==> src/rtl/ttx_pkg.sv <==
package ttx_pkg;

    // Line timing constants at a 27 MHz pixel clock
    localparam int OFFSET_CLKS  = 275;  // sync edge to first bit slot
    localparam int LINE_BITS    = 360;  // bits per inserted line
    localparam int GROUP_BITS   = 37;   // cadence repeat length in bits
    localparam int SHORT_STRIDE = 9;    // every 9th bit of a group is short
    localparam int LEAD_W       = 4;    // width of request lead field

    localparam int POS_W = $clog2(GROUP_BITS);
    localparam int CNT_W = $clog2(LINE_BITS);
    localparam int OFF_W = $clog2(OFFSET_CLKS + 1);

    typedef struct packed {
        logic             active;
        logic [1:0]       phase;  // clock within current bit slot
        logic [POS_W-1:0] pos;    // bit position inside the 37-bit group (0-based)
        logic [CNT_W-1:0] cnt;    // bits completed in this line
    } cad_state_t;

    // True for the three-clock bits: 1-based positions 10,19,28,37
    function automatic logic is_short(input logic [POS_W-1:0] pos);
        return (pos != '0) && ((int'(pos) % SHORT_STRIDE) == 0);
    endfunction

    // Index of the final clock of a slot at this position
    function automatic logic [1:0] last_phase(input logic [POS_W-1:0] pos);
        return is_short(pos) ? 2'd2 : 2'd3;
    endfunction

endpackage

==> src/rtl/ttx_sync_edge.sv <==
module ttx_sync_edge (
    input  logic clk,
    input  logic rst,
    input  logic hsync_n,
    input  logic ttx_en,
    output logic hs_fall,
    output logic qual_edge
);
    logic hs_q;

    always_ff @(posedge clk) begin
        if (rst) hs_q <= 1'b1;
        else     hs_q <= hsync_n;
    end

    assign hs_fall   = hs_q & ~hsync_n;
    assign qual_edge = hs_fall & ttx_en;

endmodule

==> src/rtl/ttx_offset_timer.sv <==
module ttx_offset_timer
    import ttx_pkg::*;
(
    input  logic              clk,
    input  logic              rst,
    input  logic              restart,
    input  logic [LEAD_W-1:0] lead,
    output logic              running,
    output logic              req_start,
    output logic              smp_start
);
    logic [OFF_W-1:0] off_cnt;
    logic [OFF_W-1:0] smp_at;
    logic [OFF_W-1:0] req_at;

    assign smp_at = OFF_W'(OFFSET_CLKS - 1);
    assign req_at = smp_at - {{(OFF_W-LEAD_W){1'b0}}, lead};

    always_ff @(posedge clk) begin
        if (rst) begin
            running <= 1'b0;
            off_cnt <= '0;
        end else if (restart) begin
            running <= 1'b1;
            off_cnt <= '0;
        end else if (running) begin
            if (off_cnt == smp_at) running <= 1'b0;
            off_cnt <= off_cnt + 1'b1;
        end
    end

    assign req_start = running && (off_cnt == req_at);
    assign smp_start = running && (off_cnt == smp_at);

    AST_REQ_NOT_AFTER_SMP: assert property (@(posedge clk) disable iff (rst)
        smp_start |-> (lead == '0 ? req_start : !req_start));

endmodule

==> src/rtl/ttx_cadence.sv <==
module ttx_cadence
    import ttx_pkg::*;
(
    input  logic clk,
    input  logic rst,
    input  logic start,
    input  logic abort,
    output logic active,
    output logic slot_last
);
    cad_state_t st;
    logic       at_last;

    assign at_last = (st.phase == last_phase(st.pos));

    always_ff @(posedge clk) begin
        if (rst) begin
            st <= '0;
        end else if (abort) begin
            st.active <= 1'b0;
        end else if (start) begin
            st.active <= 1'b1;
            st.phase  <= '0;
            st.pos    <= '0;
            st.cnt    <= '0;
        end else if (st.active) begin
            if (at_last) begin
                st.phase <= '0;
                st.pos   <= (st.pos == POS_W'(GROUP_BITS - 1)) ? '0 : st.pos + 1'b1;
                st.cnt   <= st.cnt + 1'b1;
                if (st.cnt == CNT_W'(LINE_BITS - 1)) st.active <= 1'b0;
            end else begin
                st.phase <= st.phase + 1'b1;
            end
        end
    end

    assign active    = st.active;
    assign slot_last = st.active & at_last;

    AST_SHORT_SLOT_ENDS: assert property (@(posedge clk) disable iff (rst)
        (st.active && is_short(st.pos) && st.phase == 2'd2 && !abort && !start) |=> (st.phase == 2'd0));

    AST_LONG_SLOT_CONTINUES: assert property (@(posedge clk) disable iff (rst)
        (st.active && !is_short(st.pos) && st.phase == 2'd2 && !abort && !start) |=> (st.phase == 2'd3));

    AST_COUNT_BOUND: assert property (@(posedge clk) disable iff (rst)
        st.active |-> (st.cnt < CNT_W'(LINE_BITS)));

    AST_FRESH_WINDOW: assert property (@(posedge clk) disable iff (rst)
        (start && !abort) |=> (st.active && st.pos == '0 && st.cnt == '0));

endmodule

==> src/rtl/ttx_req_seq.sv <==
module ttx_req_seq
    import ttx_pkg::*;
(
    input  logic              clk,
    input  logic              rst,
    input  logic              hsync_n,
    input  logic              ttx_en,
    input  logic [LEAD_W-1:0] lead_cycles,
    input  logic              ttx_in,
    output logic              ttx_req,
    output logic              bit_data,
    output logic              bit_valid
);
    localparam int NSEQ = 2;   // index 0: request side, 1: sampling side

    logic hs_fall, qual_edge;
    logic tmr_run, req_start, smp_start;
    logic [NSEQ-1:0] start_v, act_v, last_v;

    ttx_sync_edge u_edge (
        .clk       (clk),
        .rst       (rst),
        .hsync_n   (hsync_n),
        .ttx_en    (ttx_en),
        .hs_fall   (hs_fall),
        .qual_edge (qual_edge)
    );

    ttx_offset_timer u_timer (
        .clk       (clk),
        .rst       (rst),
        .restart   (qual_edge),
        .lead      (lead_cycles),
        .running   (tmr_run),
        .req_start (req_start),
        .smp_start (smp_start)
    );

    assign start_v = {smp_start, req_start};

    for (genvar g = 0; g < NSEQ; g++) begin : g_cad
        ttx_cadence u_cad (
            .clk       (clk),
            .rst       (rst),
            .start     (start_v[g]),
            .abort     (qual_edge),
            .active    (act_v[g]),
            .slot_last (last_v[g])
        );
    end

    assign ttx_req = act_v[0];

    always_ff @(posedge clk) begin
        if (rst) begin
            bit_valid <= 1'b0;
            bit_data  <= 1'b0;
        end else begin
            bit_valid <= last_v[1] & ~qual_edge;
            if (last_v[1]) bit_data <= ttx_in;
        end
    end

    AST_ABORT_CLEARS: assert property (@(posedge clk) disable iff (rst)
        qual_edge |=> (!ttx_req && !bit_valid));

    AST_DISABLED_NO_START: assert property (@(posedge clk) disable iff (rst)
        (hs_fall && !ttx_en && !tmr_run) |=> !tmr_run);

    AST_REQ_COVERS_SAMPLE: assert property (@(posedge clk) disable iff (rst)
        $rose(act_v[1]) |-> act_v[0]);

    AST_VALID_IN_WINDOW: assert property (@(posedge clk) disable iff (rst)
        bit_valid |-> $past(act_v[1]));

    AST_REQ_CLOSES_AT_SLOT_END: assert property (@(posedge clk) disable iff (rst)
        ($fell(act_v[0]) && !$past(qual_edge)) |-> $past(last_v[0]));

endmodule

==> config.mk <==
export PLATFORM = sky130hd
export DESIGN_NAME = ttx_req_seq
export DESIGN_NICKNAME = d
export VERILOG_FILES = /design/src/rtl/ttx_pkg.sv /design/src/rtl/ttx_sync_edge.sv /design/src/rtl/ttx_offset_timer.sv /design/src/rtl/ttx_cadence.sv /design/src/rtl/ttx_req_seq.sv
export SDC_FILE = /design/constraint.sdc
export NUM_CORES = 1
export LEC_CHECK = 0
export BUFFER_PORTS_ARGS = -buffer_cell sky130_fd_sc_hd__buf_2
export CORE_ASPECT_RATIO = 1.4
export CORE_MARGIN = 2
export CORE_UTILIZATION = 57
export DETAILED_ROUTE_END_ITERATION = 8
export GPL_TIMING_DRIVEN = 0
export PLACE_DENSITY_LB_ADDON = 0.05
export SYNTH_ARGS = -nofsm -noshare
export SYNTH_HDL_FRONTEND = slang
export SYNTH_SLANG_ARGS = --single-unit
==> constraint.sdc <==
create_clock -name clk -period 3.7 [get_ports clk]
set_input_delay 0.555 -clock clk [delete_from_list [all_inputs] [get_ports clk]]
set_output_delay 0.555 -clock clk [all_outputs]
set_load 0.05 [all_outputs]
# Word level (Yosys, flattened, before mapping)
# Index checks and enable logic that the tools add are counted.
# word_totals
regBits,49
latchBits,0
ram_bits,0
mem_bits_ro,0
out_inout_bits,3
n_memories,0
# classes
n_addsub,8
multipliers,0
div,2
magnitude_cmp,0
eq_ne,8
shifts,0
n_mux,19
n_bitwise,6
reduce_logical,17
# op_table
operator,n
18-bit 2-to-1 mux,4
32-bit logical NOT,2
"7-bit by 5-bit modulo with 32-bit output, second input constant",2
15-bit 2-to-1 mux,2
"9-bit by 1-bit adder with 9-bit output, second input constant",3
"9-bit equality test, second input constant",3
"6-bit by 1-bit adder with 6-bit output, second input constant",2
"6-bit equality test, second input constant",2
6-bit 2-to-1 mux,2
6-bit nonzero test,2
9-bit equality test,1
1-bit 2-to-1 mux,9
"9-bit by 4-bit subtractor with 9-bit output, first input constant",1
2-bit nonzero test,4
3-bit AND reduction,2
"2-bit by 1-bit adder with 2-bit output, second input constant",2
1-bit bitwise AND,4
2-bit equality test,2
1-bit logical AND,4
2-bit 2-to-1 mux,2
2-bit AND reduction,2
1-bit inverter,2
2-bit OR reduction,1

# Depth between registers and ports, before layout
# Gate-level depths: netlist of run 1.
# logic_depth
ltp_word,8
ltp_mapped,16

# Modules after synthesis
# A second synthesis of run 1 with hierarchy kept.
# hier_totals
cells_unflattened,525
hier_area_um2,4137.7
# modules_own_cells
module,instances,cells_each,area_each_um2
ttx_cadence,2,223,1717.9
ttx_offset_timer,1,70,590.6
ttx_req_seq,1,5,66.3
ttx_sync_edge,1,4,45.0

# Worst setup path after synthesis of run 1
# Ideal clock, no wire load.
# synth_path
path_type,flip-flop to flip-flop
from,reg g_cad[0].u_cad.st[14] (netlist bit)
to,reg g_cad[0].u_cad.st[5] (netlist bit)
setup_time_ns,0.074
arrival_ns,3.776
required_ns,3.626
slack_ns,-0.150
stages_incl_launch_ff,16
path_buffers,0
synth_period_minus_slack_ns,3.850
path_cell_list,dfxtp_1 nor2b_2 a21oi_1 ha_1 a21bo_2 o221ai_4 nand3_1 xnor2_1 ha_1 nor2b_1 a21oi_1 o41ai_4 nand4_2 a2111oi_4 a21oi_1 a31oi_1
# synth_between
elab_chain_cells,7
# synth_lines
item,line_no,text
from (decl),ttx_cadence.sv:11,cad_state_t st;
7-bit by 5-bit modulo with 32-bit output,ttx_pkg.sv:23,return (pos != '0) && ((int'(pos) % SHORT_STRIDE) == 0);
32-bit logical NOT,ttx_pkg.sv:23,
1-bit logical AND (*),ttx_pkg.sv:23,
1-bit 2-to-1 mux (*),ttx_pkg.sv:28,return is_short(pos) ? 2'd2 : 2'd3;
2-bit equality test (*),ttx_cadence.sv:14,assign at_last = (st.phase == last_phase(st.pos));
2-bit nonzero test (no line) (*),--,
3-bit AND reduction (no line) (*),--,
# Every way passes the cells marked *; elsewhere a longest branch is shown, timed or not.
# A chain may end at the register's enable or synchronous reset.

# Worst setup path after layout of run 1
# layout_path
from,reg g_cad[1].u_cad.st[13] (netlist bit)
to,reg g_cad[1].u_cad.st[14] (netlist bit)
# layout_between
elab_chain_cells,7
# layout_lines
item,line_no
from (decl),ttx_cadence.sv:11
7-bit by 5-bit modulo with 32-bit output,ttx_pkg.sv:23
32-bit logical NOT,ttx_pkg.sv:23
1-bit logical AND,ttx_pkg.sv:23
1-bit 2-to-1 mux,ttx_pkg.sv:28
2-bit equality test,ttx_cadence.sv:14
2-bit nonzero test (no line),--
3-bit AND reduction (no line),--
# Several ways; a longest one is shown, not always the timed one. The select of a mux whose other input is x is not followed.

==> flow_metrics.env, run 1 <==
export IMPL_outcome="finished with violations"
export IMPL_violations="negative setup slack"
export IMPL_clock_sinks=49
export IMPL_yosys_top_cells_count="dfxtp_1 (49), nor2_1 (42), inv_1 (35), nand2_1 (34), nand3_1 (29)"
export IMPL_power_share_switching=0.242
export IMPL_dp_slack_ps=-713
export IMPL_crit_path_start_kind="register"
export IMPL_insertion_delay_ps=310
export IMPL_grt_pass1_wl_um=17400
export IMPL_setup_viol=1
export IMPL_yosysSeqAreaShare=0.239
export IMPL_crit_path_end_kind="register"
export IMPL_netlist_area_leader_share=0.239
export IMPL_dp_hpwl_um=7490
export IMPL_place_congestion=0.906
export IMPL_met1_length_um=4530
export IMPL_wl_met2_um=5710
export IMPL_viasPerCell=6.19
export IMPL_drt_iter0_drc=250
export IMPL_hold_path_class="in2reg"
export IMPL_grt_pass1_vias=3899
export IMPL_start_util=0.587
export IMPL_hold_buffers=0
export IMPL_grt_max_degree=15
export IMPL_p_per_area_mw_per_mm2=179
export IMPL_ir_drop_v=0.000222
export IMPL_syn_num_nets=547
export IMPL_power_switching_uw=217
export IMPL_drt_wl_total_um=11000
export IMPL_antenna_found_initial=0
export IMPL_synth_async_reset_ratio=0
export IMPL_clockRootBuffer="clkbuf_8"
export IMPL_place_area_mm2=0.00431
export IMPL_synthMostInstantiatedCell="dfxtp_1"
export IMPL_fillers=547
export IMPL_io_pins=12
export IMPL_grt_util_all_layers=0.272
export IMPL_maxSlewHeadroom=0.523
export IMPL_maxCapViolCount=0
export IMPL_seqPwrFrac=0.590
export IMPL_crit_type="reg2reg"
export IMPL_synth_seq_cells=49
export IMPL_power_leakage_nw=1.73
export IMPL_h_tree_depth=2
export IMPL_syn_avg_cell_area_um2=7.91
export IMPL_num_vias=4132
export IMPL_synth_warnings=0
export IMPL_cts_made_buffers=5
export IMPL_wl_met3_um=398
export IMPL_highest_layer="met4"
export IMPL_tns_ps=-14.5
export IMPL_diodes=0
export IMPL_port_buffers=10
export IMPL_drc=0
export IMPL_ctsLongestPathBuffers=2
export IMPL_cts_tree="yes"
export IMPL_rows=36
export IMPL_die_w_um=75.7
export IMPL_worst_pin_slew_ps=713
export IMPL_netlist_instances=518
export IMPL_regArea_mm2=0.00100
export IMPL_worst_ep_arrival_time_ps=3900
export IMPL_core_mm2=0.00698
export IMPL_multi_input_area_mm2=0.00317
export IMPL_nets=600
export IMPL_die_area_mm2=0.00790
export IMPL_crit_path_max_fanout=4
export IMPL_area_delta_synth_final_pct=22.2
export IMPL_grt_overflow_total=0
export IMPL_synth_top_flop_cell="dfxtp_1"
export IMPL_first_pass_iters=5
export IMPL_drv_slew=0
export IMPL_period_share=1.00
export IMPL_hold_viol_final=0
export IMPL_finalClockSkew_ps=7.72
export IMPL_finalInstanceArea_mm2=0.00501
export IMPL_required_ps=3880
export IMPL_power_frac_comb=0.060
export IMPL_die_h_um=104
export IMPL_wire_per_inst_um=16.4
export IMPL_syn_cell_area_mm2=0.00410
export IMPL_total_power_uw=896
export IMPL_netlist_cell_type_count=78
export IMPL_rsz0062_at_grt="true"
export IMPL_synthTopCellsByArea="dfxtp_1 (24%), ha_1 (6.1%), nor2_1 (3.8%), nand3_1 (3.5%), inv_1 (3.2%)"
export IMPL_clockPowerShare=0.351
export IMPL_drive_gt1_frac=0.253
export IMPL_fin_crit_ps=3710
export IMPL_synth_edf_count=0
export IMPL_ant_nets=0
export IMPL_fin_cells=667
export IMPL_cts_clk_slew_worst_paths_ps=80
export IMPL_placed_cells=623
export IMPL_p_int_uw=680
export IMPL_fmax_mhz=269
export IMPL_synth_area_leader_cell="dfxtp_1"
export IMPL_setup_ws_ps=-14.5
## worst paths after layout
check / startpoint / to / slack (ps) / depth (start not counted)
worst max-delay path: g_cad[1].u_cad.st[13]$_SDFFE_PP0P_ / g_cad[1].u_cad.st[14]$_SDFFE_PP0P_ / -10 / 15
worst min-delay path: hsync_n / u_edge.hs_q$_SDFF_PP1_ / 480 / 2
worst max register to register: g_cad[1].u_cad.st[13]$_SDFFE_PP0P_ / g_cad[1].u_cad.st[14]$_SDFFE_PP0P_ / -10 / 15
worst min register to register: g_cad[0].u_cad.st[1]$_SDFFE_PP0P_ / g_cad[0].u_cad.st[1]$_SDFFE_PP0P_ / 490 / 2
## power by group through the flow
stage	registers, mW	clock network [mW]	logic, mW
3_5_place_dp	0.545	0	0.0486
4_1_cts	0.531	0.324	0.0510
3_3_place_gp	0.545	0	0.0480
2_1_floorplan	0.544	0	0.0336
6_report	0.528	0.314	0.0534
5_1_grt	0.529	0.341	0.0590
## kinds of logic after synthesis
logic type	share of synthesized area
AND/OR/NAND/NOR	0.266
AO/OA/AOI/OAI	0.292
buffers and inverters	0.0662
flip-flops	0.239
XOR/XNOR	0.0467
adder cells (fa/ha/maj)	0.0638
multiplexers	0.0269
## registers in the layout, summed over array words and instances (netlist names)
name and cells:
u_timer.off_cnt 9, u_timer.running 1, u_edge.hs_q 1, bit_data 1
bit_valid 1, g_cad.u_cad.active 2, g_cad.u_cad.st 34
## cell usage in the layout (no fill, tap or decap), types with 15 or more instances in the layout
cell type,n
nor2_1,42
dfxtp_1,42
buf_4,35
inv_1,33
nand2_1,32
nand3_1,28
a21oi_1,21
clkbuf_1,16
nand4_1,16
o21ai_0,15
o211ai_1,15
## final cells by class
cell class | instances | area share
flip-flops and latches | 49 | 0.200
plain buffers | 24 | 0.0272
multi-input cells | 408 | 0.632
clock buffers | 7 | 0.0152
repair buffers | 48 | 0.0737
clock inverters | 1 | 0.00150
inverters | 35 | 0.0262
well taps | 95 | 0.0237
## critical path, stage by stage (launching register included)
cell and delay [ps]:
dfxtp_4 370, nor3_4 200, inv_2 60, ha_4 270, and3b_2 220, o211a_4 250, a211oi_4 230, buf_4 160
mux2_4 310, a211o_1 330, a211oi_4 210, buf_6 150, mux2i_4 260, buf_4 140, a21oi_1 60, a311oi_2 350
## per-stage QoR
step | util | hold WS, ps
after CTS | 0.676 | 480
after global routing | 0.718 | 480
after floorplan | - | 446
after global placement | 0.618 | 459
final | 0.718 | 484
after detailed placement | 0.618 | 465
## repair_timing
action / in CTS / in global routing
buffers inserted: 20 / 16
gates resized for setup: 33 / 44
pin swaps: 17 / 31
gates cloned: 1 / 1
setup endpoints to repair: 37 / 33
## layer usage
layer / vias up / global-route usage
li1: 2032 / -
met1: 1955 / 0.316
met2: 115 / 0.470
met3: 30 / 0.0504
met4: 0 / 0.110
met5: - / 0
(Power assumes the default switching activity.)
==> run 2: changes to the inputs <==
Settings changed: CORE_ASPECT_RATIO 1.4 to 0.5, CORE_UTILIZATION 57 to 60.
Clock period 3.7 ns to 4.2 ns, I/O delays scaled along.
==> run 2 against run 1 <==
  * The run now ends clean
  * Clock skew down 1.4 ps
  * Total power up 17%
  * Clock-buffer cell count down 2
  * Routed wire length down 5.5%
  * Register-to-register slack better by 180 ps
  * Die area down 4.4%
  * Flip-flop and latch count unchanged
  * Highest routed layer unchanged
==> flow_metrics.env, run 2 (synthesis gave the netlist of run 1 again) <==
export IMPL_outcome="completed"
export IMPL_start_util=0.617
export IMPL_finalInstanceArea_mm2=0.00468
export IMPL_rsz0062_at_grt="false"
export IMPL_first_pass_iters=5
export IMPL_tns_ps=0
export IMPL_nets=578
export IMPL_io_pins=12
export IMPL_die_area_mm2=0.00755
export IMPL_area_delta_synth_final_pct=14.1
export IMPL_reg_top3="g_cad.u_cad.st (34), u_timer.off_cnt (9), g_cad.u_cad.active (2)"
export IMPL_drt_iter0_drc=371
export IMPL_dp_hpwl_um=7160
export IMPL_grtUsageMet1=0.395
export IMPL_die_h_um=62.4
export IMPL_port_buffers=10
export IMPL_required_ps=4390
export IMPL_ctsLongestPathBuffers=2
export IMPL_fmax_mhz=248
export IMPL_fin_crit_ps=4030
export IMPL_place_area_mm2=0.00426
export IMPL_final_common_cell="dfxtp_1"
export IMPL_drt_wl_total_um=10400
export IMPL_top_usage_layer="met2"
export IMPL_clockRootBuffer="clkbuf_16"
export IMPL_cts_tree="yes"
export IMPL_worst_path_buf_inv=1
export IMPL_grt_max_degree=17
export IMPL_p_per_area_mw_per_mm2=224
export IMPL_wire_per_inst_um=16.1
export IMPL_hold_path_class="reg2reg"
export IMPL_ant_nets=0
export IMPL_crit_path_max_fanout=8
export IMPL_diodes=0
export IMPL_grt_pass1_vias=3634
export IMPL_slowest_delay_ps=450
export IMPL_drc=0
export IMPL_place_congestion=0.866
export IMPL_path_common_cell="ha_1"
export IMPL_maxSlewHeadroom=0.493
export IMPL_crit_path_start_kind="register"
export IMPL_drive_gt1_frac=0.169
export IMPL_cpMaxStageDelayCell="o41ai_4"
export IMPL_grt_util_all_layers=0.281
export IMPL_power_leakage_nw=1.64
export IMPL_num_vias=4039
export IMPL_worst_ep_arrival_time_ps=4220
export IMPL_setup_ws_ps=166
export IMPL_grt_pass1_wl_um=17500
export IMPL_hold_viol_final=0
export IMPL_cts_made_buffers=5
export IMPL_worstPathCellList="nor3_4 -> inv_1 -> ha_1 -> nand2b_1 -> a211o_1 -> nand3_2 -> xnor2_2 -> ha_1 -> nor2b_1 -> a21oi_1 -> o41ai_4 -> and3_4 -> a21oi_2 -> a311o_1 -> a22o_1"
export IMPL_final_cell_mix="dfxtp_1 (48), nor2_1 (42), inv_1 (35)"
export IMPL_insertion_delay_ps=290
export IMPL_grt_overflow_total=0
export IMPL_crit_path_end_kind="register"
export IMPL_path_delay_family="compound AO/OA/AOI/OAI gates"
export IMPL_drv_slew=0
export IMPL_ir_drop_v=0.000211
export IMPL_use_met3=0.0365
export IMPL_clock_sinks=49
export IMPL_period_share=0.960
export IMPL_crit_type="reg2reg"
export IMPL_antenna_found_initial=0
export IMPL_maxCapViolCount=0
export IMPL_hold_buffers=0
export IMPL_cts_clk_slew_worst_paths_ps=70
export IMPL_h_tree_depth=2
export IMPL_core_mm2=0.00665
export IMPL_finalClockSkew_ps=6.29
export IMPL_grt_use_met2=0.465
export IMPL_largest_register_ff_count=34
export IMPL_rows=21
export IMPL_total_power_mw=1.05
export IMPL_setup_viol=0
export IMPL_hold_worst_slack_ps=470
export IMPL_die_w_um=121
export IMPL_viasPerCell=6.29
export IMPL_dp_slack_ps=-434
export IMPL_largest_register="g_cad.u_cad.st"
export IMPL_worst_pin_slew_ps=758
run 2: final cells by class:
class                   instances  area [um^2]
plain buffers                  26          141
clock buffers                   5          125
repair buffers                 24          155
clock inverters                 3         68.8
multi-input cells             408         2960
inverters                      35          131
fillers                       558         1970
flip-flops and latches         49          982
well taps                      92          115
run 2: what timing repair did:
item,CTS,global route
gates cloned,0,0
resized for setup,11,14
pin swaps,3,8
setup endpoints to repair,32,32
setup buffers,5,9
run 2: final timing paths:
check / from / end / slack (ps) / cells past startpoint
max: g_cad[0].u_cad.st[11]$_SDFFE_PP0P_ / g_cad[0].u_cad.st[11]$_SDFFE_PP0P_ / 170 / 15
min: g_cad[1].u_cad.st[1]$_SDFFE_PP0P_ / g_cad[1].u_cad.st[1]$_SDFFE_PP0P_ / 470 / 2
max reg2reg: g_cad[0].u_cad.st[11]$_SDFFE_PP0P_ / g_cad[0].u_cad.st[11]$_SDFFE_PP0P_ / 170 / 15
min reg2reg: g_cad[1].u_cad.st[1]$_SDFFE_PP0P_ / g_cad[1].u_cad.st[1]$_SDFFE_PP0P_ / 470 / 2
run 2: report_power, final:
group	switching, mW	total, mW	internal (mW)
Clock	0.188	0.532	0.344
Sequential	0.00230	0.469	0.467
Combinational	0.0301	0.0463	0.0163
Total	0.221	1.05	0.827
run 2: stage by stage:
stage / cells / util
final: 642 / 0.704
after global routing: 642 / 0.704
after CTS: 633 / 0.682
after detailed placement: 620 / 0.641
after global placement: 620 / 0.641
after floorplan: 518 / -
run 2: layer usage:
metal  share of wire  vias to the layer above
met1            0.46                     1905
met3           0.056                       14
met2            0.47                      134
li1                -                     1986
met4           0.011                        0
met5               0                        -
run 2: worst reg2reg max path: cells and delay by family (launching register included):
kind | cells | cell delay (ps)
DFF | 1 | 390
and+or+nand+nor | 5 | 1040
adders and majority gates | 2 | 560
buffers and inverters | 1 | 60
AOI/OAI and AO/OA | 6 | 1740
xor gates and xnor gates | 1 | 130
==> run 3: changes to the inputs <==
Settings changed: CTS_BUF_LIST set to sky130_fd_sc_hd__clkbuf_4, TNS_END_PERCENT set to 5.
==> run 3 against run 2 <==
  * Worst hold slack got worse by 31 ps
  * Core utilization down 1.4 points
  * First-iteration DRC count fell by 8.1%
  * Register-to-register slack is essentially flat
  * Clock-buffer cell count did not move
  * Die area is the same
  * Sequential share of layout area rose by 0.45 points
  * Global-route usage down 0.26 points
  * Flip-flop and latch count stayed put
  * Fmax barely moved
  * Setup slack got worse by 3.0 ps
  * Combinational power is essentially flat
==> flow_metrics.env, run 3 (synthesis gave the netlist of run 1 again) <==
export IMPL_drt_iter0_drc=341
export IMPL_crit_type="reg2reg"
export IMPL_seqPwrFrac=0.537
export IMPL_finalInstanceArea_mm2=0.00459
export IMPL_cpMaxStageDelayCell="o41ai_4"
export IMPL_drt_wl_total_um=10200
export IMPL_period_share=0.961
export IMPL_p_int_uw=671
export IMPL_hold_worst_slack_ps=439
export IMPL_worstPathCellList="buf_6 -> or2_2 -> a21oi_2 -> ha_2 -> a21bo_2 -> o221ai_4 -> nand3_2 -> xnor2_2 -> ha_1 -> nor2b_1 -> a21oi_1 -> o41ai_4 -> and3_4 -> a21oi_4 -> a311o_1 -> a22o_1"
export IMPL_crit_path_end_kind="register"
export IMPL_diodes=0
export IMPL_grt_pass1_wl_um=17200
export IMPL_drive_gt1_frac=0.168
export IMPL_finalClockSkew_ps=13.3
export IMPL_path_delay_family="compound AO/OA/AOI/OAI gates"
export IMPL_fmax_mhz=248
export IMPL_final_common_cell="dfxtp_1"
export IMPL_crit_path_max_fanout=10
export IMPL_place_congestion=0.866
export IMPL_clockPowerShare=0.410
export IMPL_rr_endpoint="g_cad[0].u_cad.st[11]$_SDFFE_PP0P_"
export IMPL_startpoint="g_cad[0].u_cad.st[13]$_SDFFE_PP0P_"
export IMPL_wire_per_inst_um=15.9
export IMPL_worst_pin_slew_ps=831
export IMPL_grt_max_degree=17
export IMPL_placed_cells=620
export IMPL_drc=0
export IMPL_nets=576
export IMPL_area_delta_synth_final_pct=11.9
export IMPL_die_w_um=121
export IMPL_grt_pass1_vias=3581
export IMPL_p_per_area_mw_per_mm2=191
export IMPL_clockRootBuffer="clkbuf_4"
export IMPL_first_pass_iters=5
export IMPL_fin_cells=640
export IMPL_dp_hpwl_um=7160
export IMPL_rows=21
export IMPL_ir_drop_v=0.000129
export IMPL_hold_path_class="in2reg"
export IMPL_setup_viol=0
export IMPL_h_tree_depth=2
export IMPL_final_cell_mix="dfxtp_1 (47), nor2_1 (42), inv_1 (35)"
export IMPL_power_frac_comb=0.053
export IMPL_grt_overflow_total=0
export IMPL_power_share_switching=0.233
export IMPL_min_delay_start="hsync_n"
export IMPL_io_pins=12
export IMPL_slowest_delay_ps=450
export IMPL_power_switching_uw=204
export IMPL_total_power_uw=876
export IMPL_insertion_delay_ps=390
export IMPL_grt_util_all_layers=0.279
export IMPL_worst_path_buf_inv=1
export IMPL_reg_top3="g_cad.u_cad.st (34), u_timer.off_cnt (9), g_cad.u_cad.active (2)"
export IMPL_port_buffers=10
export IMPL_start_util=0.617
export IMPL_r2r_slack_ps=160
export IMPL_core_mm2=0.00665
export IMPL_hold_buffers=0
export IMPL_min_path_cells=2
export IMPL_num_vias=3978
export IMPL_die_h_um=62.4
export IMPL_cts_tree="yes"
export IMPL_power_leakage_nw=1.59
export IMPL_hold_path_endpoint="u_edge.hs_q$_SDFF_PP1_"
export IMPL_fin_crit_ps=4040
export IMPL_ctsLongestPathBuffers=2
export IMPL_crit_path_start_kind="register"
export IMPL_hold_viol_final=0
export IMPL_place_area_mm2=0.00426
export IMPL_largest_register_ff_count=34
export IMPL_drv_slew=0
export IMPL_cts_made_buffers=5
export IMPL_ant_nets=0
export IMPL_maxSlewHeadroom=0.444
export IMPL_outcome="completed"
export IMPL_required_ps=4500
export IMPL_largest_register="g_cad.u_cad.st"
export IMPL_antenna_found_initial=0
export IMPL_worst_ep_arrival_time_ps=4340
export IMPL_die_area_mm2=0.00755
export IMPL_cts_clk_slew_worst_paths_ps=160
export IMPL_viasPerCell=6.22
export IMPL_maxCapViolCount=0
export IMPL_r2r_cells=16
export IMPL_r2r_start="g_cad[0].u_cad.st[13]$_SDFFE_PP0P_"
export IMPL_clock_sinks=49
export IMPL_crit_cells=16
## run 3: cell types whose count changed in the layout (fill, tap and decap cells not counted), sizes merged
cell,before,now
buf,35,33
## run 3: worst max path at each step
stage | to | slack [ps]
final | g_cad[0].u_cad.st[11]$_SDFFE_PP0P_ | 160
after global routing | g_cad[0].u_cad.st[5]$_SDFFE_PP0P_ | -10
after CTS | g_cad[1].u_cad.st[5]$_SDFFE_PP0P_ | 8
after detailed placement | g_cad[0].u_cad.st[6]$_SDFFE_PP0P_ | -430
after global placement | g_cad[0].u_cad.st[3]$_SDFFE_PP0P_ | -350
after floorplan | g_cad[0].u_cad.st[5]$_SDFFE_PP0P_ | 350
## run 3: power by group through the flow
| stage | Clock [mW] | Sequential, mW | Combinational [mW] |
|---|---|---|---|
| after global routing | 0.379 | 0.470 | 0.0515 |
| final | 0.359 | 0.470 | 0.0464 |
| after global placement | 0 | 0.480 | 0.0438 |
| after detailed placement | 0 | 0.480 | 0.0444 |
| after CTS | 0.363 | 0.470 | 0.0453 |
| after floorplan | 0 | 0.479 | 0.0296 |
## run 3: worst reg2reg max path, delay by kind of cell (launching register included)
| kind | cells | cell delay, ps |
|---|---|---|
| AOI/OAI and AO/OA | 8 | 1830 |
| xor gates and xnor gates | 1 | 130 |
| adders and majority gates | 2 | 500 |
| buffers and inverters | 1 | 160 |
| DFF | 1 | 380 |
| and+or+nand+nor | 4 | 930 |
## run 3: final cells by class
class                   count  area (um^2)
repair buffers             22          153
multi-input cells         408         2960
flip-flops and latches     49          983
fillers                   579         2060
plain buffers              26          141
clock buffers               5         37.5
inverters                  35          131
clock inverters             3         68.8
well taps                  92          115
## run 3: repair_timing
action / CTS / global route
buffers inserted: 5 / 7
gates resized for setup: 11 / 16
setup endpoints to repair: 32 / 34
pin swaps: 3 / 9
## run 3: metrics by stage
stage                     TNS, ps  worst slack (ps)   util
after global routing        -11.7             -11.7  0.690
after floorplan                 0               350      -
after CTS                       0              8.20  0.669
after global placement      -6090              -350  0.641
final                           0               163  0.690
after detailed placement    -7680              -434  0.641
## run 3: metal layers
layer,track usage,share of wire
met1,0.392,0.47
met3,0.0338,0.041
met2,0.455,0.47
met4,0.0712,0.012
met5,0,0
